==> src/rtl/i2ct_pkg.sv <==
package i2ct_pkg;
    localparam int STAT_W = 7;
    localparam int CTRL_W = 4;

    localparam int SB_MATCH = 0;
    localparam int SB_RXD   = 1;
    localparam int SB_TXD   = 2;
    localparam int SB_TXE   = 3;
    localparam int SB_STOP  = 4;
    localparam int SB_DIR   = 5;
    localparam int SB_GC    = 6;

    localparam int CB_FNACK = 0;
    localparam int CB_GCEN  = 1;
    localparam int CB_EN    = 2;

    localparam logic [2:0] RA_CTRL = 3'd0;
    localparam logic [2:0] RA_STAT = 3'd1;
    localparam logic [2:0] RA_IEN  = 3'd2;
    localparam logic [2:0] RA_OWN  = 3'd3;
    localparam logic [2:0] RA_DATA = 3'd4;

    typedef enum logic [3:0] {
        ST_IDLE, ST_ADDR, ST_AACK, ST_RXW, ST_RXB, ST_RACK, ST_TXW, ST_TXB, ST_TACK
    } eng_state_e;
endpackage

==> src/rtl/i2ct_line_sync.sv <==
module i2ct_line_sync #(
    parameter int STAGES = 2
) (
    input  logic clk,
    input  logic rst_n,
    input  logic scl_i,
    input  logic sda_i,
    output logic scl_s,
    output logic sda_s,
    output logic scl_rise,
    output logic scl_fall,
    output logic start_det,
    output logic stop_det
);
    typedef struct packed {
        logic [STAGES-1:0] scl_pipe;
        logic [STAGES-1:0] sda_pipe;
        logic              scl_prev;
        logic              sda_prev;
    } sync_t;

    sync_t q, d;

    always_comb begin
        d          = q;
        d.scl_pipe = {q.scl_pipe[STAGES-2:0], scl_i};
        d.sda_pipe = {q.sda_pipe[STAGES-2:0], sda_i};
        d.scl_prev = q.scl_pipe[STAGES-1];
        d.sda_prev = q.sda_pipe[STAGES-1];
    end

    always_ff @(posedge clk or negedge rst_n) begin
        if (!rst_n) q <= '{scl_pipe: '1, sda_pipe: '1, scl_prev: 1'b1, sda_prev: 1'b1};
        else        q <= d;
    end

    assign scl_s     = q.scl_pipe[STAGES-1];
    assign sda_s     = q.sda_pipe[STAGES-1];
    assign scl_rise  = scl_s & ~q.scl_prev;
    assign scl_fall  = ~scl_s & q.scl_prev;
    assign start_det = scl_s & q.scl_prev & q.sda_prev & ~sda_s;
    assign stop_det  = scl_s & q.scl_prev & ~q.sda_prev & sda_s;
endmodule

==> src/rtl/i2ct_engine.sv <==
module i2ct_engine
    import i2ct_pkg::*;
#(
    parameter int DW = 8
) (
    input  logic          clk,
    input  logic          rst_n,
    input  logic          en,
    input  logic [DW-2:0] own_addr,
    input  logic          gc_en,
    input  logic          fnack,
    input  logic          rx_pend,
    input  logic          tx_pend,
    input  logic [DW-1:0] tx_byte,
    input  logic          scl_s,
    input  logic          sda_s,
    input  logic          scl_rise,
    input  logic          scl_fall,
    input  logic          start_det,
    input  logic          stop_det,
    output logic          ev_match,
    output logic          ev_gc,
    output logic          ev_dir,
    output logic          ev_rx,
    output logic          ev_txd,
    output logic          ev_txe,
    output logic          ev_stop,
    output logic [DW-1:0] rx_byte,
    output logic          scl_oe,
    output logic          sda_oe
);
    localparam int CW = $clog2(DW + 1);

    typedef struct packed {
        eng_state_e    st;
        logic [CW-1:0] cnt;
        logic [DW-1:0] sh;
        logic          rw;
        logic          ack;
    } eng_t;

    eng_t q, d;
    logic own_hit, gc_hit;

    assign own_hit = (own_addr != '0) && (q.sh[DW-1:1] == own_addr);
    assign gc_hit  = gc_en && (q.sh == '0);

    always_comb begin
        d        = q;
        ev_match = 1'b0;
        ev_gc    = 1'b0;
        ev_rx    = 1'b0;
        ev_txd   = 1'b0;
        ev_txe   = 1'b0;
        ev_stop  = 1'b0;
        ev_dir   = q.sh[0];
        rx_byte  = q.sh;
        if (!en) begin
            d = '{st: ST_IDLE, cnt: '0, sh: '0, rw: 1'b0, ack: 1'b0};
        end else if (stop_det) begin
            d.st    = ST_IDLE;
            ev_stop = 1'b1;
        end else if (start_det) begin
            d.st  = ST_ADDR;
            d.cnt = '0;
        end else begin
            case (q.st)
                ST_ADDR, ST_RXB: begin
                    if (scl_rise) begin
                        d.sh  = {q.sh[DW-2:0], sda_s};
                        d.cnt = q.cnt + CW'(1);
                    end else if (scl_fall && q.cnt == CW'(DW)) begin
                        if (q.st == ST_RXB) begin
                            ev_rx = 1'b1;
                            d.ack = ~fnack;
                            d.st  = ST_RACK;
                        end else if (own_hit || gc_hit) begin
                            ev_match = 1'b1;
                            ev_gc    = gc_hit;
                            d.rw     = q.sh[0];
                            d.st     = ST_AACK;
                        end else begin
                            d.st = ST_IDLE;
                        end
                    end
                end
                ST_AACK: if (scl_fall) begin
                    d.st   = q.rw ? ST_TXW : ST_RXW;
                    ev_txe = q.rw;
                end
                ST_RACK: if (scl_fall) d.st = ST_RXW;
                ST_RXW: if (!rx_pend) begin
                    d.st  = ST_RXB;
                    d.cnt = '0;
                end
                ST_TXW: if (!tx_pend) begin
                    d.st  = ST_TXB;
                    d.sh  = tx_byte;
                    d.cnt = '0;
                end
                ST_TXB: if (scl_fall) begin
                    d.sh  = {q.sh[DW-2:0], 1'b1};
                    d.cnt = q.cnt + CW'(1);
                    if (q.cnt == CW'(DW - 1)) d.st = ST_TACK;
                end
                ST_TACK: begin
                    if (scl_rise) d.ack = ~sda_s;
                    else if (scl_fall) begin
                        ev_txd = 1'b1;
                        ev_txe = q.ack;
                        d.st   = q.ack ? ST_TXW : ST_IDLE;
                    end
                end
                default: ;
            endcase
        end
    end

    always_ff @(posedge clk or negedge rst_n) begin
        if (!rst_n) q <= '{st: ST_IDLE, cnt: '0, sh: '0, rw: 1'b0, ack: 1'b0};
        else        q <= d;
    end

    assign sda_oe = (q.st == ST_AACK) || (q.st == ST_RACK && q.ack) ||
                    (q.st == ST_TXB && !q.sh[DW-1]);
    assign scl_oe = (q.st == ST_RXW && rx_pend) || (q.st == ST_TXW && tx_pend);

    // the target moves SDA only while SCL is low
    p_sda_hold_r3: assert property (@(posedge clk) disable iff (!rst_n)
        (en && $past(en) && scl_s && $past(scl_s)) |-> $stable(sda_oe));

    // once the host clears the empty flag, the byte is loaded at once
    p_tx_load_r6: assert property (@(posedge clk) disable iff (!rst_n)
        (en && q.st == ST_TXW && !tx_pend && !stop_det && !start_det) |=> (q.st == ST_TXB));
endmodule

==> src/rtl/i2ct_target.sv <==
module i2ct_target
    import i2ct_pkg::*;
#(
    parameter int DW          = 8,
    parameter int SYNC_STAGES = 2
) (
    input  logic          clk,
    input  logic          rst_n,
    input  logic [2:0]    reg_addr,
    input  logic          reg_wr,
    input  logic [DW-1:0] reg_wdata,
    output logic [DW-1:0] reg_rdata,
    input  logic          scl_i,
    input  logic          sda_i,
    output logic          scl_oe,
    output logic          sda_oe,
    output logic          irq
);
    localparam int AW = DW - 1;

    typedef struct packed {
        logic [CTRL_W-1:0] ctrl;
        logic [STAT_W-1:0] stat;
        logic [STAT_W-1:0] ien;
        logic [AW-1:0]     own;
        logic [DW-1:0]     data;
    } regs_t;

    regs_t q, d;

    logic scl_s, sda_s, scl_rise, scl_fall, start_det, stop_det;
    logic ev_match, ev_gc, ev_dir, ev_rx, ev_txd, ev_txe, ev_stop;
    logic [DW-1:0] rx_byte;

    i2ct_line_sync #(.STAGES(SYNC_STAGES)) u_sync (
        .clk(clk), .rst_n(rst_n), .scl_i(scl_i), .sda_i(sda_i),
        .scl_s(scl_s), .sda_s(sda_s), .scl_rise(scl_rise), .scl_fall(scl_fall),
        .start_det(start_det), .stop_det(stop_det)
    );

    i2ct_engine #(.DW(DW)) u_eng (
        .clk(clk), .rst_n(rst_n), .en(q.ctrl[CB_EN]), .own_addr(q.own),
        .gc_en(q.ctrl[CB_GCEN]), .fnack(q.ctrl[CB_FNACK]),
        .rx_pend(q.stat[SB_RXD]), .tx_pend(q.stat[SB_TXE]), .tx_byte(q.data),
        .scl_s(scl_s), .sda_s(sda_s), .scl_rise(scl_rise), .scl_fall(scl_fall),
        .start_det(start_det), .stop_det(stop_det),
        .ev_match(ev_match), .ev_gc(ev_gc), .ev_dir(ev_dir), .ev_rx(ev_rx),
        .ev_txd(ev_txd), .ev_txe(ev_txe), .ev_stop(ev_stop), .rx_byte(rx_byte),
        .scl_oe(scl_oe), .sda_oe(sda_oe)
    );

    always_comb begin
        d = q;
        if (reg_wr) begin
            case (reg_addr)
                RA_CTRL: d.ctrl = reg_wdata[CTRL_W-1:0];
                RA_STAT: d.stat = q.stat & reg_wdata[STAT_W-1:0];
                RA_IEN:  d.ien  = reg_wdata[STAT_W-1:0];
                RA_OWN:  d.own  = reg_wdata[AW-1:0];
                RA_DATA: d.data = reg_wdata;
                default: ;
            endcase
        end
        if (ev_match) begin
            d.stat[SB_MATCH] = 1'b1;
            d.stat[SB_DIR]   = ev_dir;
        end
        if (ev_gc)   d.stat[SB_GC]   = 1'b1;
        if (ev_rx)   d.stat[SB_RXD]  = 1'b1;
        if (ev_txd)  d.stat[SB_TXD]  = 1'b1;
        if (ev_txe)  d.stat[SB_TXE]  = 1'b1;
        if (ev_stop) d.stat[SB_STOP] = 1'b1;
        if (ev_rx)   d.data = rx_byte;
    end

    always_ff @(posedge clk or negedge rst_n) begin
        if (!rst_n) q <= '0;
        else        q <= d;
    end

    always_comb begin
        case (reg_addr)
            RA_CTRL: reg_rdata = DW'(q.ctrl);
            RA_STAT: reg_rdata = DW'(q.stat);
            RA_IEN:  reg_rdata = DW'(q.ien);
            RA_OWN:  reg_rdata = DW'(q.own);
            RA_DATA: reg_rdata = q.data;
            default: reg_rdata = '0;
        endcase
    end

    assign irq = |(q.stat & q.ien);

    // a disabled target leaves both lines alone
    p_off_quiet_r12: assert property (@(posedge clk) disable iff (!rst_n)
        !q.ctrl[CB_EN] |=> (!scl_oe && !sda_oe));

    // a forced NACK keeps SDA released in the acknowledge slot
    p_fnack_r5: assert property (@(posedge clk) disable iff (!rst_n)
        (ev_rx && q.ctrl[CB_FNACK]) |=> !sda_oe);

    // with own address zero and general call off, nothing matches
    p_zero_own_r9: assert property (@(posedge clk) disable iff (!rst_n)
        (q.own == '0 && !q.ctrl[CB_GCEN]) |-> !ev_match);

    // writing all zeros to status with no event clears it
    p_stat_clear_r10: assert property (@(posedge clk) disable iff (!rst_n)
        (reg_wr && reg_addr == RA_STAT && reg_wdata[STAT_W-1:0] == '0 &&
         !(ev_match || ev_rx || ev_txd || ev_txe || ev_stop)) |=> (q.stat == '0));

    // a completed byte is always flagged to the host
    p_rx_flag_r4: assert property (@(posedge clk) disable iff (!rst_n)
        ev_rx |=> q.stat[SB_RXD]);
endmodule

==> config.mk <==
export PLATFORM = sky130hd
export DESIGN_NAME = i2ct_target
export DESIGN_NICKNAME = d
export VERILOG_FILES = /design/src/rtl/i2ct_pkg.sv /design/src/rtl/i2ct_line_sync.sv /design/src/rtl/i2ct_engine.sv /design/src/rtl/i2ct_target.sv
export SDC_FILE = /design/constraint.sdc
export NUM_CORES = 1
export LEC_CHECK = 0
export ABC_AREA = 1
export BUFFER_PORTS_ARGS = -buffer_cell sky130_fd_sc_hd__buf_2
export CAP_MARGIN = 20
export CORE_MARGIN = 5
export CORE_UTILIZATION = 60
export DETAILED_ROUTE_END_ITERATION = 8
export PLACE_DENSITY = 0.89
export SETUP_SLACK_MARGIN = 0.15
export SLEW_MARGIN = 10
export SYNTH_ARGS = -nofsm -noshare
export SYNTH_HDL_FRONTEND = slang
export SYNTH_HIERARCHICAL = 1
export SYNTH_SLANG_ARGS = --single-unit
export TNS_END_PERCENT = 30
==> constraint.sdc <==
create_clock -name clk -period 3.6 [get_ports clk]
set_input_delay 0.36 -clock clk [delete_from_list [all_inputs] [get_ports clk]]
set_output_delay 0.36 -clock clk [all_outputs]
set_load 0.05 [all_outputs]
==> results of run 1 <==
==> per-stage QoR <==
step	power [W]	cell area [um^2]	std cells
2_1_floorplan	0.001403	3759	571
3_3_place_gp	0.001575	3892	657
3_5_place_dp	0.001594	3892	657
4_1_cts	0.002213	4099	673
5_1_grt	0.002354	4099	673
6_report	0.002224	4099	673
==> critical path, stage by stage (launching register included) <==
cell,delay (ns)
dfrtp_1,0.73
inv_1,0.22
nor2_1,0.31
nand2_1,0.14
nor4_1,0.20
buf_4,0.22
clkinv_1,0.24
nand2_1,0.28
nand2_1,0.11
nand2_1,0.07
==> layout make-up <==
type	count	share of cell area (%)
multi-input combinational	435	48.47
sequential	57	34.98
inverter	62	5.678
clock buffer	12	3.785
timing repair buffer	28	3.541
tap	75	2.289
clock inverter	4	1.252
==> state kept, by name, summed over array words and instances (netlist names) <==
signal         cells
u_sync/scl_s       1
u_eng/q           10
u_sync/d           2
u_eng/rx_byte      8
q                 33
u_sync/q           2
u_sync/sda_s       1
==> power by group through the flow <==
stage          clock [W]  sequential (W)  combinational (W)
2_1_floorplan          0        0.000840           0.000563
3_3_place_gp           0        0.000892           0.000683
3_5_place_dp           0        0.000897           0.000697
4_1_cts         0.000625        0.000886           0.000702
5_1_grt         0.000653        0.000904           0.000797
6_report        0.000618        0.000894           0.000712
==> kinds of logic (layout without fill, tap and decap cells) <==
kind of cell             count (synthesis)  after routing
AO/OA/AOI/OAI                           48             48
AND/OR/NAND/NOR                        383            383
flip-flops                              57             57
XOR/XNOR                                 2              2
buffers and inverters                   79            106
adder cells (fa/ha/maj)                  2              2
==> synthesized netlist by cell type <==
library cell / count
nand3_1: 63
xor2_1: 1
o21ai_0: 18
and3_1: 1
nand2_4: 2
nor2_2: 8
clkinv_1: 2
nor3_1: 3
a211oi_1: 1
inv_2: 3
a21oi_1: 8
a21boi_2: 1
nor3b_1: 2
nand4_1: 11
nand2_1: 227
or2_2: 2
xnor2_1: 1
buf_4: 9
dfrtp_1: 51
o22ai_2: 1
nor2_1: 55
nand2_2: 2
clkbuf_2: 1
dfstp_2: 6
nor4_1: 2
o21ai_2: 1
ha_1: 2
o21ai_1: 12
buf_2: 5
o21bai_1: 1
inv_1: 57
nand3_4: 1
a31oi_4: 1
nor3_4: 1
nand3_2: 1
o211ai_1: 4
nor2_4: 2
clkbuf_1: 2
==> worst max path at each step <==
stage | startpoint | to | cells after the start
CTS | q[31] | q[1] | 9
global placement | q[31] | q[1] | 9
global route | q[31] | q[1] | 9
finish | q[31] | q[0] | 9
detailed placement | q[31] | q[1] | 9
floorplan | u_sync/sda_s | q[7] | 13
==> routing by layer <==
metal / share of wire, % / up-vias / global-route usage [%]
met5: 0 / - / 0
met4: 1.9 / 0 / 10.01
met3: 9.2 / 27 / 6.083
met2: 46 / 202 / 43.87
met1: 43 / 1810 / 38.94
li1: - / 1852 / -
==> impl_metrics.yaml, run 1 <==
run_status:
  status: "complete, no violations"
cts:
  postCtsSetupBuffers: 0
  clk_path_buf_depth: 2
  numCtsBuffers: 9
  clock-sinks: 57
  clk_latency_ns: 0.35
  cts_hold_buf: 0
  cts_root_buffer: "clkbuf_8"
  ctsResizeCount: 0
  cts_tree: "built"
  clk_pin_slew_worst_paths_ns: 0.06
  htree_levels: 3
layout:
  n_antenna_cell: 0
  final_layout_size_suffix_gt1_share_pct: 12.54
  multi_input_area_um2: 1987
  nets: 611
  fin_util_pct: 68.42
  mostFrequentLayoutCell: "nand2_1"
  regArea_um2: 1434
  syn_to_final_growth_pct: 9.055
  layout_common_cells: "nand2_1, nand3_1, inv_1"
  n_fill_cell: 490
timing:
  tns_ns: 0
  finalCritPeriodShare_pct: 71.51
  fin_ws_ns: 1.026
  slew_headroom_pct: 40.05
  fmax_mhz: 388.4
  fin_skew_ns: 0.009304
  setup_viol_count_final: 0
  rsz0062_at_grt: "no"
  hold_ws_ns: 0.1118
  drv_slew: 0
  worstMarginPinSlew_ns: 0.8993
  period_needed_ns: 2.574
  finalHoldViolations: 0
power_and_ir_drop:
  clockPowerShare_pct: 27.8
  switching_share_pct: 40.42
  max-vdd-ir-drop_mv: 0.4332
  share_comb_of_total_power_pct: 32.0
  p_sw_w: 0.0008990
  p_per_area_nw_per_um2: 542.6
  p_int_w: 0.001325
  leakagePower_nw: 2.223
  seq_power_share_pct: 40.2
route:
  ant_nets: 0
  drtIter0Drc: 402
  vias: 3891
  viasPerCell: 5.782
  wire_per_inst_um: 15.29
  routed_wl_um: 10290
  first_pass_iters: 6
  post-route-drc-count: 0
worst_setup_path:
  reg2reg_to: "q[0]"
  required_ns: 3.88
  cp_max_fo: 21
  cp.arrival_ns: 2.86
  reg2reg_depth: 9
  reg2reg_slack_ns: 1.03
  critPathLaunchType: "register"
  path_class: "reg -> reg"
  endpoint_kind: "register"
  r2r_start: "q[31]"
global_routing:
  grt_max_degree: 42
  grt_pass1_vias: 3598
  grt-ovfl-total: 0
  grtUsageTotal_pct: 28.18
  grt_antenna_before_repair: 0
  grt_pass1_wl_um: 17160
placed_design:
  port_buffers: 26
  pre_cts_slack_ns: 1.077
  hpwl_um: 7707
  place_congestion: 1.019
logic_synthesis:
  yosysWarnings: 6
  syn_nets: 589
  synth_compound_area_share_pct: 7.690
  ys_top_cells_by_area: "dfrtp_1, nand2_1, nand3_1, inv_1, nor2_1"
  synth_cell_types: 38
  synth_top_family_by_area: "simple AND/OR/NAND/NOR gates"
  synth_fa_ha_area_share_pct: 0.6658
  syn_area_per_cell_um2: 6.582
  netlist_instances: 571
  synth-simple-area-share_pct: 44.04
  synth_top_area_share_pct: 33.95
  synth_xor_area_share_pct: 0.4660
  muxShareOfSynthArea_pct: 0
  seq_area_frac_synth_pct: 38.15
  synth_area_um2: 3759
  yosys.area.top_type: "dfrtp_1"
  ys_ff_latch: 57
hold_path:
  hold_depth: 1
  whs_endpoint: "u_sync/d[3]"
  worst_hold_path_type: "in -> reg"
  hp-start: "sda_i"
floorplan:
  core_area_um2: 5991
  die_y_um: 89.15
  ios: 27
  die_w_um: 89.15
  initial_core_util_pct: 62.74
  dieArea_um2: 7947
  rows: 28
flow_run:
  drv_cap: 0
No activity file was read; power rests on OpenSTA's default activity.
==> inputs of run 2 (changes only) <==
ABC_AREA = 0   (was 1)
PLACE_DENSITY = 0.9   (was 0.89)
clock period = 2.4 ns   (was 3.6 ns; I/O delays follow)
==> run 2 against run 1 <==
- sequential power increased by 35%
- critical path type unchanged
- critical endpoint is now u_eng/q[15]
- die area fell by 5.7%
- final area decreased by 5.5%
- total power grew 19%
- largest power group unchanged
- flip-flop and latch count stayed put
- via count shrank 22%
- worst setup slack lost 0.82 ns
==> impl_metrics.yaml, run 2 <==
run_status:
  status: "complete, no violations"
worst_setup_path:
  cp_max_fo: 4
  path_buf_inv: 0
  cp_common_cell: "o31ai_1"
  critPathLaunchType: "register"
  cp.arrival_ns: 2.41
  critPathTopFamily: "compound AO/OA/AOI/OAI gates"
  critPathSlowestCell: "or4_1"
  required_ns: 2.61
  path_class: "reg -> reg"
  path_cells: "or4_1 > o41ai_1 > o31ai_1 > o31ai_1 > o31ai_1"
  endpoint_kind: "register"
  slowest_delay_ns: 0.56
timing:
  period_needed_ns: 2.199
  setup_viol_count_final: 0
  rsz0062_at_grt: "yes"
  hold_ws_ns: 0.2016
  fin_skew_ns: 0.006647
  fmax_mhz: 454.8
  finalCritPeriodShare_pct: 91.62
  slew_headroom_pct: 58.76
  drv_slew: 0
  worstMarginPinSlew_ns: 0.6139
  finalHoldViolations: 0
  tns_ns: 0
logic_synthesis:
  ys_top_cells_by_area: "dfrtp_1, mux2i_1, mux2_2, dfstp_2, o21ai_0"
  synth_ff_type: "dfrtp_1"
  seq_area_frac_synth_pct: 40.78
  synth_area_um2: 3516
  synth_edf_count: 0
  synth_commonest_cells: "dfrtp_1, mux2i_1, o21ai_0"
  ys_ff_latch: 57
  netlist_instances: 353
  yosysWarnings: 6
  syn_nets: 371
  yosys.area.top_type: "dfrtp_1"
  yosysMostFrequentCell: "dfrtp_1"
  ys_async_sr_fraction_pct: 100.0
  syn_area_per_cell_um2: 9.960
  synth_top_area_share_pct: 36.30
  synth_cell_types: 62
floorplan:
  dieArea_um2: 7491
  rows: 27
  ios: 27
  die_w_um: 86.55
  die_y_um: 86.55
  initial_core_util_pct: 62.70
  core_area_um2: 5608
global_routing:
  grt_pass1_vias: 2933
  grt_pass1_wl_um: 14950
  grt-ovfl-total: 0
  grt_antenna_before_repair: 0
  grtUsageTotal_pct: 25.92
  grt_max_degree: 27
layout:
  layout_common_cells: "dfrtp_1, mux2i_1, o21ai_0"
  syn_to_final_growth_pct: 10.21
  postLayoutCellArea_um2: 3875
  mostFrequentLayoutCell: "dfrtp_1"
  top_register: "q"
  n_fill_cell: 414
  n_antenna_cell: 0
  largest_reg_flops: 33
  nets: 395
  final_layout_size_suffix_gt1_share_pct: 24.61
  regArea_um2: 1434
  multi_input_area_um2: 1874
cts:
  clk_pin_slew_worst_paths_ns: 0.07
  htree_levels: 3
  numCtsBuffers: 9
  clk_latency_ns: 0.34
  clk_path_buf_depth: 2
  cts_root_buffer: "clkbuf_8"
  clock-sinks: 57
  cts_tree: "built"
  postCtsSetupBuffers: 0
hold_path:
  worst_hold_path_type: "in -> reg"
power_and_ir_drop:
  max-vdd-ir-drop_mv: 0.6428
  leakagePower_nw: 1.578
  p_per_area_nw_per_um2: 680.5
route:
  vias: 3049
  post-route-drc-count: 0
  routed_wl_um: 9008
  wire_per_inst_um: 19.84
  viasPerCell: 6.716
  ant_nets: 0
  first_pass_iters: 6
  drtIter0Drc: 357
placed_design:
  hpwl_um: 6369
  place_congestion: 0.8827
  place_area_um2: 3633
  port_buffers: 26
flow_run:
  drv_cap: 0
==> run 2: logic make-up after synthesis <==
logic type	Yosys count	share of synthesized area, %
adder cells (fa/ha/maj)	2	0.7116
AND/OR/NAND/NOR	115	18.93
multiplexers	48	14.31
buffers and inverters	35	6.512
flip-flops	57	40.78
XOR/XNOR	9	2.242
AO/OA/AOI/OAI	87	16.51
==> run 2: worst paths after layout <==
kind | from | endpoint | slack, ns | cells after the start
setup / recovery | q[8] | u_eng/q[15] | 0.20 | 5
hold reg to reg | u_sync/d[3] | u_sync/sda_s | 0.36 | 0
max in group asynchronous | rst_n | u_sync/sda_s | 1.49 | 3
setup reg to reg | q[8] | u_eng/q[15] | 0.20 | 5
hold / removal | reg_wdata[4] | q[12] | 0.20 | 2
min in group asynchronous | rst_n | u_eng/q[14] | 0.30 | 2
==> run 2: worst register-to-register path: cells and delay by family (launching register included) <==
family / cells / cell delay, ns
compound gates: 4 / 1.08
simple gates: 1 / 0.56
flops: 1 / 0.44
==> run 2: layout make-up <==
cell class / count / area share (%)
flip-flops and latches: 57 / 37.00
inverters: 6 / 0.5812
clock buffers: 11 / 3.649
clock inverters: 5 / 1.421
multi-input cells: 261 / 48.37
repair buffers: 42 / 6.652
well taps: 72 / 2.325
==> run 2: power breakdown <==
part           internal (W)  switching (W)  total [W]
Clock              0.000503       0.000383   0.000886
Combinational      0.000212       0.000325   0.000537
Sequential          0.00108       0.000133    0.00121
==> run 2: repair_timing <==
item,4_1_cts,5_1_grt
gates resized for setup,0,4
setup endpoints to repair,0,20
hold buffers,3,0
endpoints found under the hold margin,10,0
==> run 2: metal layers <==
metal / GRT usage, % / vias to the layer above / part of all wire (%)
li1: - / 1338 / -
met3: 4.183 / 27 / 6.9
met4: 12.89 / 0 / 2.9
met5: 0 / - / 0
met1: 35.62 / 1490 / 42
met2: 39.78 / 194 / 48
==> run 2: through the flow <==
step	total power, W	std cells	util (%)	setup WS, ns
after floorplan	0.001570	353	-	0.2165
after global placement	0.001702	435	64.79	0.3276
after detailed placement	0.001732	435	64.79	0.2105
after CTS	0.002626	454	68.83	0.1962
after global routing	0.002755	454	69.10	0.1359
final	0.002637	454	69.10	0.2010
==> inputs of run 3 (changes only) <==
--- a/config.mk
+++ b/config.mk
@@ -10,3 +10,3 @@
 export CAP_MARGIN = 20
-export CORE_MARGIN = 5
+export CORE_MARGIN = 3
 export CORE_UTILIZATION = 60
==> constraint.sdc (replaced) <==
create_clock -name clk -period 2.4 [get_ports clk]
set_input_delay 0.36 -clock clk [delete_from_list [all_inputs] [get_ports clk]]
set_output_delay 0.36 -clock clk [all_outputs]
set_load 0.05 [all_outputs]
==> run 3 against run 2 <==
- global-route usage increased by 1.2 points
- utilization increased by 0.060 points
- non-clock buffer count decreased by 2
- clock skew increased by 0.0035 ns
- worst hold slack got worse by 0.16 ns
- sequential share of layout area increased by 0.19 points
- critical path depth increased by 1
- final area decreased by 0.52%
- flip-flop and latch count unchanged
- clock power decreased by 1%
- fmax decreased by 2.5%
- clock-buffer cell count increased by 2
- largest cell class unchanged
- largest power group unchanged
- highest routed layer unchanged
==> impl_metrics.yaml, run 3 (synthesized netlist as in run 2, its figures left out) <==
run_status:
  status: "complete, no violations"
hold_path:
  worst_hold_path_type: "in -> async"
worst_setup_path:
  slowest_delay_ns: 0.64
  critPathSlowestCell: "dfrtp_1"
  required_ns: 2.04
  critPathLaunchType: "register"
  path_cells: "buf_4 > nor2_1 > a21oi_1 > a31oi_1 > nor2_1 > buf_2"
  cp_max_fo: 14
  endpoint_kind: "output pin"
  path_class: "reg -> out"
  cp.arrival_ns: 1.90
  critPathTopFamily: "flip-flops"
  path_buf_inv: 2
  cp_common_cell: "nor2_1"
layout:
  fin_util_pct: 69.16
  regArea_um2: 1434
  postLayoutCellArea_um2: 3855
  final_layout_size_suffix_gt1_share_pct: 24.21
  nets: 393
  multi_input_area_um2: 1872
  layout_common_cells: "dfrtp_1, mux2i_1, o21ai_0"
  top_register: "q"
  syn_to_final_growth_pct: 9.644
  n_antenna_cell: 0
  n_fill_cell: 405
  largest_reg_flops: 33
  mostFrequentLayoutCell: "dfrtp_1"
route:
  post-route-drc-count: 0
  vias: 2979
  wire_per_inst_um: 19.35
  first_pass_iters: 5
  routed_wl_um: 8745
  ant_nets: 0
  drtIter0Drc: 267
  viasPerCell: 6.591
power_and_ir_drop:
  p_int_w: 0.001794
  share_comb_of_total_power_pct: 19.9
  seq_power_share_pct: 46.6
  switching_share_pct: 31.26
  p_per_area_nw_per_um2: 677.1
  leakagePower_nw: 1.576
  p_sw_w: 0.0008161
  clockPowerShare_pct: 33.5
  max-vdd-ir-drop_mv: 0.3576
cts:
  cts_root_buffer: "clkbuf_8"
  ctsResizeCount: 0
  clk_path_buf_depth: 2
  cts_tree: "built"
  postCtsSetupBuffers: 0
  clk_latency_ns: 0.34
  clock-sinks: 57
  htree_levels: 3
  cts_hold_buf: 0
  clk_pin_slew_worst_paths_ns: 0.07
  numCtsBuffers: 9
timing:
  hold_ws_ns: 0.04247
  worstMarginPinSlew_ns: 0.6448
  drv_slew: 0
  finalCritPeriodShare_pct: 94.00
  setup_viol_count_final: 0
  tns_ns: 0
  period_needed_ns: 2.256
  rsz0062_at_grt: "yes"
  fmax_mhz: 443.3
  finalHoldViolations: 0
  fin_ws_ns: 0.1440
  fin_skew_ns: 0.01014
  slew_headroom_pct: 57.01
floorplan:
  die_y_um: 82.55
  dieArea_um2: 6815
  rows: 27
  ios: 27
  die_w_um: 82.55
  initial_core_util_pct: 63.08
  core_area_um2: 5574
global_routing:
  grt_max_degree: 31
  grt_pass1_wl_um: 13660
  grtUsageTotal_pct: 27.12
  grt-ovfl-total: 0
  grt_antenna_before_repair: 0
  grt_pass1_vias: 2757
placed_design:
  hpwl_um: 6207
  place_area_um2: 3654
  place_congestion: 0.9538
  pre_cts_slack_ns: 0.2861
  port_buffers: 26
flow_run:
  drv_cap: 0
## run 3: path summary, 6_finish.rpt
check | startpoint | slack (ns) | end | cells past startpoint
max in group asynchronous | rst_n | 1.69 | u_sync/q[1] | 2
max | u_eng/q[15] | 0.14 | sda_oe | 6
max reg2reg | u_eng/q[14] | 0.34 | u_eng/q[17] | 5
min reg2reg | u_sync/d[3] | 0.36 | u_sync/sda_s | 0
min | rst_n | 0.04 | q[17] | 1
min in group clk | scl_i | 0.12 | u_sync/d[5] | 1
## run 3: power groups by stage
stage          logic, W  registers, W  clock network, W
5_1_grt        0.000565       0.00123          0.000936
2_1_floorplan  0.000401       0.00117                 0
3_3_place_gp   0.000494       0.00121                 0
3_5_place_dp   0.000508       0.00122                 0
6_report       0.000519       0.00122          0.000875
4_1_cts        0.000513       0.00121          0.000892
## run 3: through the flow
| stage | instances | total power, W |
|---|---|---|
| floorplan | 353 | 0.001570 |
| finish | 452 | 0.002610 |
| CTS | 452 | 0.002614 |
| global route | 452 | 0.002727 |
| global placement | 436 | 0.001709 |
| detailed placement | 436 | 0.001733 |
## run 3: layer usage
layer	up-vias	part of all wire (%)	track usage (%)	routed length, um
met5	-	0	0	0
met4	0	1.6	11.44	139
met3	16	7.8	5.531	686
met2	158	49	43.83	4250
met1	1468	42	35.40	3669
li1	1337	-	-	-
## run 3: area by class of cell
cell class,instances,share of cell area (%)
clock buffer,13,3.862
timing repair buffer,40,6.426
tap,72,2.337
multi-input combinational,261,48.56
clock inverter,3,1.039
inverter,6,0.5842
sequential,57,37.20
